===== src/rtl/spi_word_engine_pkg.sv =====
package spi_word_engine_pkg;

    typedef enum logic [1:0] {
        SWE_IDLE  = 2'd0,
        SWE_LEAD  = 2'd1,
        SWE_RUN   = 2'd2,
        SWE_TRAIL = 2'd3
    } swe_state_e;

    typedef struct packed {
        logic cap_fall;
        logic idle_hi;
        logic lead_dly;
        logic start_fall;
    } swe_timing_t;

    localparam logic [1:0] SWE_ORDER_LSB = 2'd1;

    // half period in system clocks from the divide ratio
    function automatic int unsigned swe_half(input int unsigned ratio);
        return (ratio < 4) ? 2 : (ratio >> 1);
    endfunction

    // cycles between word start and the first serial clock edge
    function automatic int unsigned swe_lead(input int unsigned half,
                                             input logic dly,
                                             input logic start_fall);
        if (!dly)
            return half;
        return start_fall ? 2 * half : 3 * half;
    endfunction

    // effective bit count of a word
    function automatic int unsigned swe_len(input int unsigned raw,
                                            input int unsigned maxw);
        return (raw == 0 || raw > maxw) ? maxw : raw;
    endfunction

    // an edge to new_level samples input when its direction matches the capture bit
    function automatic logic swe_is_capture(input logic new_level,
                                            input logic cap_fall);
        return new_level ^ cap_fall;
    endfunction

endpackage


===== src/rtl/swe_sequencer.sv =====
module swe_sequencer
    import spi_word_engine_pkg::*;
#(
    parameter int DATA_W = 32,
    parameter int LEN_W  = 6,
    parameter int DIV_W  = 8
) (
    input  logic               clk,
    input  logic               rst,
    input  logic               en,
    input  logic               tx_valid,
    input  logic [LEN_W-1:0]   word_len,
    input  logic [DIV_W-1:0]   div_ratio,
    input  swe_timing_t        timing,
    output logic               tx_ready,
    output logic               accept,
    output logic               frame_on,
    output logic               sclk_q,
    output logic               edge_go,
    output logic               edge_first,
    output logic               edge_capture,
    output logic               word_end,
    output logic               done_q
);

    localparam int CNT_W  = DIV_W + 1;
    localparam int EDGE_W = $clog2(2 * DATA_W) + 1;

    swe_state_e        state;
    logic [CNT_W-1:0]  timer;
    logic [CNT_W-1:0]  half_q;
    logic [EDGE_W-1:0] edges;
    logic [EDGE_W-1:0] nedge_q;
    logic              cap_fall_q;

    logic [CNT_W-1:0]  half_new;
    logic [CNT_W-1:0]  lead_new;
    logic [EDGE_W-1:0] nedge_new;
    logic              tick;

    always_comb begin
        half_new  = CNT_W'(swe_half(int'(div_ratio)));
        lead_new  = CNT_W'(swe_lead(swe_half(int'(div_ratio)),
                                    timing.lead_dly, timing.start_fall));
        nedge_new = EDGE_W'(2 * swe_len(int'(word_len), DATA_W));
    end

    assign tick         = (timer == '0);
    assign word_end     = en && (state == SWE_TRAIL) && tick;
    assign tx_ready     = en && ((state == SWE_IDLE) || ((state == SWE_TRAIL) && tick));
    assign accept       = tx_ready && tx_valid;
    assign edge_go      = en && tick && ((state == SWE_LEAD) || (state == SWE_RUN));
    assign edge_first   = (edges == '0);
    assign edge_capture = swe_is_capture(~sclk_q, cap_fall_q);
    assign frame_on     = (state != SWE_IDLE);

    always_ff @(posedge clk) begin
        if (rst) begin
            state      <= SWE_IDLE;
            timer      <= '0;
            half_q     <= CNT_W'(2);
            edges      <= '0;
            nedge_q    <= '0;
            cap_fall_q <= 1'b0;
            sclk_q     <= timing.idle_hi;
            done_q     <= 1'b0;
        end else if (!en) begin
            state  <= SWE_IDLE;
            timer  <= '0;
            edges  <= '0;
            sclk_q <= timing.idle_hi;
            done_q <= 1'b0;
        end else begin
            done_q <= word_end;
            if (accept) begin
                state      <= SWE_LEAD;
                timer      <= lead_new - CNT_W'(1);
                half_q     <= half_new;
                nedge_q    <= nedge_new;
                cap_fall_q <= timing.cap_fall;
                edges      <= '0;
                sclk_q     <= timing.idle_hi;
            end else begin
                unique case (state)
                    SWE_IDLE: begin
                        sclk_q <= timing.idle_hi;
                    end
                    SWE_LEAD, SWE_RUN: begin
                        if (tick) begin
                            sclk_q <= ~sclk_q;
                            edges  <= edges + EDGE_W'(1);
                            timer  <= half_q - CNT_W'(1);
                            state  <= (edges + EDGE_W'(1) == nedge_q) ? SWE_TRAIL : SWE_RUN;
                        end else begin
                            timer <= timer - CNT_W'(1);
                        end
                    end
                    SWE_TRAIL: begin
                        if (tick)
                            state <= SWE_IDLE;
                        else
                            timer <= timer - CNT_W'(1);
                    end
                    default: state <= SWE_IDLE;
                endcase
            end
        end
    end

endmodule


===== src/rtl/swe_datapath.sv =====
module swe_datapath
    import spi_word_engine_pkg::*;
#(
    parameter int DATA_W = 32,
    parameter int LEN_W  = 6
) (
    input  logic               clk,
    input  logic               rst,
    input  logic               en,
    input  logic               accept,
    input  logic [DATA_W-1:0]  tx_data,
    input  logic [LEN_W-1:0]   word_len,
    input  logic [1:0]         bit_order,
    input  logic               edge_go,
    input  logic               edge_first,
    input  logic               edge_capture,
    input  logic               word_end,
    input  logic               miso,
    output logic               mosi_q,
    output logic [DATA_W-1:0]  rx_data_q
);

    localparam int IDX_W = $clog2(DATA_W);

    logic [DATA_W-1:0] tx_q;
    logic [DATA_W-1:0] rx_acc;
    logic [IDX_W-1:0]  nlast_q;
    logic              lsb_q;
    logic [IDX_W-1:0]  tx_idx;
    logic [IDX_W-1:0]  rx_idx;

    logic [IDX_W-1:0]  nlast_new;
    logic              lsb_new;
    logic [IDX_W-1:0]  tx_next;

    function automatic logic [IDX_W-1:0] bit_pos(input logic lsb,
                                                 input logic [IDX_W-1:0] last,
                                                 input logic [IDX_W-1:0] idx);
        return lsb ? idx : last - idx;
    endfunction

    always_comb begin
        nlast_new = IDX_W'(swe_len(int'(word_len), DATA_W) - 1);
        lsb_new   = (bit_order == SWE_ORDER_LSB);
        tx_next   = tx_idx + IDX_W'(1);
    end

    always_ff @(posedge clk) begin
        if (rst) begin
            tx_q      <= '0;
            rx_acc    <= '0;
            nlast_q   <= '0;
            lsb_q     <= 1'b0;
            tx_idx    <= '0;
            rx_idx    <= '0;
            mosi_q    <= 1'b0;
            rx_data_q <= '0;
        end else if (!en) begin
            tx_idx <= '0;
            rx_idx <= '0;
            mosi_q <= 1'b0;
        end else begin
            if (word_end)
                rx_data_q <= rx_acc;
            if (accept) begin
                tx_q    <= tx_data;
                nlast_q <= nlast_new;
                lsb_q   <= lsb_new;
                tx_idx  <= '0;
                rx_idx  <= '0;
                rx_acc  <= '0;
                mosi_q  <= tx_data[bit_pos(lsb_new, nlast_new, '0)];
            end else if (word_end) begin
                mosi_q <= 1'b0;
            end else if (edge_go) begin
                if (edge_capture) begin
                    rx_acc[bit_pos(lsb_q, nlast_q, rx_idx)] <= miso;
                    rx_idx <= rx_idx + IDX_W'(1);
                end else if (!edge_first && (tx_idx != nlast_q)) begin
                    tx_idx <= tx_next;
                    mosi_q <= tx_q[bit_pos(lsb_q, nlast_q, tx_next)];
                end
            end
        end
    end

endmodule


===== src/rtl/spi_word_engine.sv =====
module spi_word_engine
    import spi_word_engine_pkg::*;
#(
    parameter int DATA_W = 32,
    parameter int LEN_W  = 6,
    parameter int DIV_W  = 8
) (
    input  logic              clk,
    input  logic              rst,
    input  logic              en,
    input  logic              tx_valid,
    input  logic [DATA_W-1:0] tx_data,
    output logic              tx_ready,
    input  logic [LEN_W-1:0]  word_len,
    input  logic [1:0]        bit_order,
    input  logic [DIV_W-1:0]  div_ratio,
    input  logic              cap_fall,
    input  logic              clk_idle_hi,
    input  logic              lead_dly,
    input  logic              start_fall,
    input  logic              frame_act_hi,
    output logic              sclk,
    output logic              frame_sel,
    output logic              mosi,
    input  logic              miso,
    output logic [DATA_W-1:0] rx_data,
    output logic              done
);

    swe_timing_t timing;
    logic        accept;
    logic        frame_on;
    logic        edge_go;
    logic        edge_first;
    logic        edge_capture;
    logic        word_end;

    always_comb begin
        timing.cap_fall   = cap_fall;
        timing.idle_hi    = clk_idle_hi;
        timing.lead_dly   = lead_dly;
        timing.start_fall = start_fall;
    end

    swe_sequencer #(
        .DATA_W (DATA_W),
        .LEN_W  (LEN_W),
        .DIV_W  (DIV_W)
    ) u_seq (
        .clk          (clk),
        .rst          (rst),
        .en           (en),
        .tx_valid     (tx_valid),
        .word_len     (word_len),
        .div_ratio    (div_ratio),
        .timing       (timing),
        .tx_ready     (tx_ready),
        .accept       (accept),
        .frame_on     (frame_on),
        .sclk_q       (sclk),
        .edge_go      (edge_go),
        .edge_first   (edge_first),
        .edge_capture (edge_capture),
        .word_end     (word_end),
        .done_q       (done)
    );

    swe_datapath #(
        .DATA_W (DATA_W),
        .LEN_W  (LEN_W)
    ) u_dp (
        .clk          (clk),
        .rst          (rst),
        .en           (en),
        .accept       (accept),
        .tx_data      (tx_data),
        .word_len     (word_len),
        .bit_order    (bit_order),
        .edge_go      (edge_go),
        .edge_first   (edge_first),
        .edge_capture (edge_capture),
        .word_end     (word_end),
        .miso         (miso),
        .mosi_q       (mosi),
        .rx_data_q    (rx_data)
    );

    assign frame_sel = frame_on ? frame_act_hi : ~frame_act_hi;

endmodule


===== config.mk =====
export PLATFORM = sky130hd
export DESIGN_NAME = spi_word_engine
export DESIGN_NICKNAME = d
export VERILOG_FILES = /design/src/rtl/spi_word_engine_pkg.sv /design/src/rtl/swe_sequencer.sv /design/src/rtl/swe_datapath.sv /design/src/rtl/spi_word_engine.sv
export SDC_FILE = /design/constraint.sdc
export NUM_CORES = 1
export LEC_CHECK = 0
export BUFFER_PORTS_ARGS = -buffer_cell sky130_fd_sc_hd__buf_2
export CAP_MARGIN = 10
export CORE_MARGIN = 2
export CORE_UTILIZATION = 42
export DETAILED_ROUTE_END_ITERATION = 7
export PLACE_DENSITY = 0.72
export SLEW_MARGIN = 20
export SYNTH_ARGS = -nofsm -noshare
export SYNTH_HDL_FRONTEND = slang
export SYNTH_HIERARCHICAL = 1
export SYNTH_SLANG_ARGS = --single-unit

===== constraint.sdc =====
create_clock -name clk -period 5.4 [get_ports clk]
set_input_delay 1.08 -clock clk [delete_from_list [all_inputs] [get_ports clk]]
set_output_delay 1.08 -clock clk [all_outputs]
set_load 0.05 [all_outputs]

==> flow_metrics.env <==
export IMPL_syn_cell_area_um2=8100
export IMPL_p_switching_uw=811
export IMPL_status="complete, no violations"
export IMPL_ys_top_cells_by_area="dfxtp_1 36%, nand2_1 9.7%, a21oi_1 6.5%, ha_1 3.7%, xnor2_1 3.7%"
export IMPL_avgSynthCellArea_um2=8.06
export IMPL_dp_cells=1310
export IMPL_die_area_um2=20400
export IMPL_timing_final_crit_share=0.793
export IMPL_initial_core_util=0.430
export IMPL_rows=50
export IMPL_period_needed_ns=4.28
export IMPL_max_cap_violations=0
export IMPL_grt_total_usage=0.202
export IMPL_mostFrequentLayoutCells="208 x nand2_1, 146 x dfxtp_1, 105 x a21oi_1"
export IMPL_cts_htree_levels=4
export IMPL_power_internal_uw=1880
export IMPL_synth_ff_type="dfxtp_1"
export IMPL_finalSetupTns_ns=0
export IMPL_layout_drive_gt1_share=0.157
export IMPL_cts_sinks=147
export IMPL_reg2reg_to="u_dp/rx_acc[30]"
export IMPL_coreArea_um2=18800
export IMPL_numPortBuffers=93
export IMPL_p_comb_frac=0.145
export IMPL_yosys_warnings=6
export IMPL_whs_path_depth=2
export IMPL_final_cells=1342
export IMPL_max_slew_margin=0.374
export IMPL_grt_ovfl_total=0
export IMPL_wl_per_cell_um=15.0
export IMPL_clock_latency_ns=0.43
export IMPL_cp_max_fo=7
export IMPL_place_congestion=0.877
export IMPL_die_w_um=143
export IMPL_grt_max_degree=57
export IMPL_synth_edf_count=1
export IMPL_rsz0062_at_grt="no"
export IMPL_cts_tree="built"
export IMPL_netSwitchingFraction=0.301
export IMPL_hold_path_startpoint="u_dp/rx_data_q[9]"
export IMPL_yosysTopAreaCellShare=0.361
export IMPL_seq_area_um2=2950
export IMPL_drc=0
export IMPL_timing_rr_start="u_seq/timer[0]"
export IMPL_worst_r2r_path_depth=12
export IMPL_yosysSeqAreaShare=0.364
export IMPL_drt_first_iter_violations=486
export IMPL_critPathKind="in -> reg"
export IMPL_seq_power_share=0.417
export IMPL_cts_setup_buffers=0
export IMPL_wl_mm=20.1
export IMPL_finalHoldViolations=0
export IMPL_grt_pass1_wl_mm=33.5
export IMPL_fill_cells=1819
export IMPL_diodes=0
export IMPL_critPathRequiredTime_ns=5.70
export IMPL_power_density_nw_per_um2=289
export IMPL_ant_nets=0
export IMPL_vias=7283
export IMPL_cts_root_buf="clkbuf_16"
export IMPL_p_leak_uw=0.00349
export IMPL_synth_fp_nets=1090
export IMPL_multi_input_area_um2=4780
export IMPL_numCtsBuffers=17
export IMPL_first_pass_iters=5
export IMPL_layout_nets=1154
export IMPL_routed_via_density=5.43
export IMPL_r2r_setup_slack_ns=1.38
export IMPL_clock_skew_ns=0.0125
export IMPL_die_h_um=143
export IMPL_ir_drop_uv=204
export IMPL_power_frac_clock=0.439
export IMPL_clk_pin_slew_worst_paths_ns=0.07
export IMPL_setup_viol=0
export IMPL_hp_class="reg -> reg"
export IMPL_synth_ff_latch_count=147
export IMPL_grt_pass1_vias=6840
export IMPL_io_pins=95
export IMPL_areaGrowthSynthToFinish_pct=15.0
export IMPL_cp_start_kind="input port"
export IMPL_cts_buffer_depth=2
export IMPL_syn_inst=1005
export IMPL_final_common_cell="nand2_1"
export IMPL_ctsResizeCount=0
export IMPL_yosysTopAreaCell="dfxtp_1"
export IMPL_slew_viol_final=0
export IMPL_max_freq_mhz=233
export IMPL_hpwl_mm=14.1
export IMPL_tightest_slew_ns=0.921
export IMPL_antenna_found_initial=0
export IMPL_hold_buffers=0
export IMPL_end_kind="flip-flop"
export IMPL_async_flop_share=0
export IMPL_yosysUniqueCellTypes=83
export IMPL_holdPathEnd="u_dp/rx_data_q[9]"
export IMPL_cp_arrival_ns=4.59
==> power by group through the flow <==
stage,combinational [uW],clock [uW],sequential (uW)
2_1_floorplan,283,0,1140
3_3_place_gp,377,0,1150
3_5_place_dp,383,0,1150
4_1_cts,387,1200,1120
5_1_grt,430,1240,1120
6_report,389,1180,1120
==> per-stage QoR <==
step	hold slack [ns]	util	power [uW]	worst slack, ns	area, um^2
2_1_floorplan	0.432	-	1430	1.25	8100
3_3_place_gp	0.439	0.462	1520	0.745	8700
3_5_place_dp	0.444	0.462	1530	0.685	8700
4_1_cts	0.453	0.494	2710	1.12	9310
5_1_grt	0.468	0.495	2800	0.781	9320
6_report	0.451	0.495	2690	1.12	9320
==> kinds of logic after synthesis <==
logic type / Yosys count / share of synthesized area
mux: 29 / 0.0510
compound gates: 266 / 0.212
xor+xnor: 55 / 0.0595
fa+ha+maj: 27 / 0.0445
buf+inv: 89 / 0.0463
simple gates: 392 / 0.223
flops: 147 / 0.364
==> critical path: stages <==
cell      delay [ns]
buf_2           0.13
inv_1           0.08
ha_1            0.16
or3b_4          0.43
o21ai_0         0.37
inv_1           0.15
ha_1            0.27
inv_1           0.08
fa_1            0.29
inv_1           0.08
a21o_1          0.18
a311oi_1        0.49
and3b_1         0.28
xnor2_1         0.14
a221oi_1        0.30
nor2_1          0.06
==> cell type report <==
cell class	count	area share
multi-input cells	769	0.513
flip-flops and latches	147	0.317
repair buffers	100	0.0556
clock buffers	17	0.0457
well taps	260	0.0349
clock inverters	15	0.0199
inverters	34	0.0137
==> sequential cells by signal, summed over array words and instances (netlist names), 2 cells and up <==
name,flops
u_seq/state,2
u_seq/timer,9
u_dp/nlast_q,5
u_seq/half_q,7
u_dp/rx_idx,5
u_dp/tx_idx,5
u_dp/rx_data_q,32
u_seq/nedge_q,6
u_dp/tx_q,32
u_dp/rx_acc,32
u_seq/edges,7
==> synth_stat cells (8+ instances only) <==
master	count
nand2_1	209
dfxtp_1	146
a21oi_1	105
nor2_1	67
o21ai_0	46
clkbuf_1	38
xnor2_1	34
inv_1	32
o211ai_1	32
ha_1	24
xor2_1	21
mux2i_1	17
nand3_1	16
nor3_1	16
nor2b_1	12
buf_2	11
a21o_1	10
nand2b_1	10
a211oi_1	9
mux4_2	8
nand3b_1	8
nand4_1	8
==> worst max-delay path by stage <==
stage            startpoint        endpoint  slack, ns
6_report       div_ratio[6]  u_seq/timer[4]       1.12
5_1_grt        div_ratio[6]  u_seq/timer[4]       0.78
4_1_cts        div_ratio[6]  u_seq/timer[4]       1.12
3_5_place_dp   div_ratio[6]  u_seq/timer[4]       0.68
3_3_place_gp   div_ratio[6]  u_seq/timer[4]       0.75
2_1_floorplan  div_ratio[6]  u_seq/timer[4]       1.25
==> metal layers <==
| metal | global-route usage | share of wire | wire, um |
|---|---|---|---|
| met5 | 0 | 0 | 0 |
| met4 | 0.0761 | 0.020 | 404 |
| met3 | 0.0389 | 0.048 | 967 |
| met2 | 0.334 | 0.47 | 9420 |
| met1 | 0.263 | 0.46 | 9330 |
Note: power is estimated with default switching activity, not from simulation.
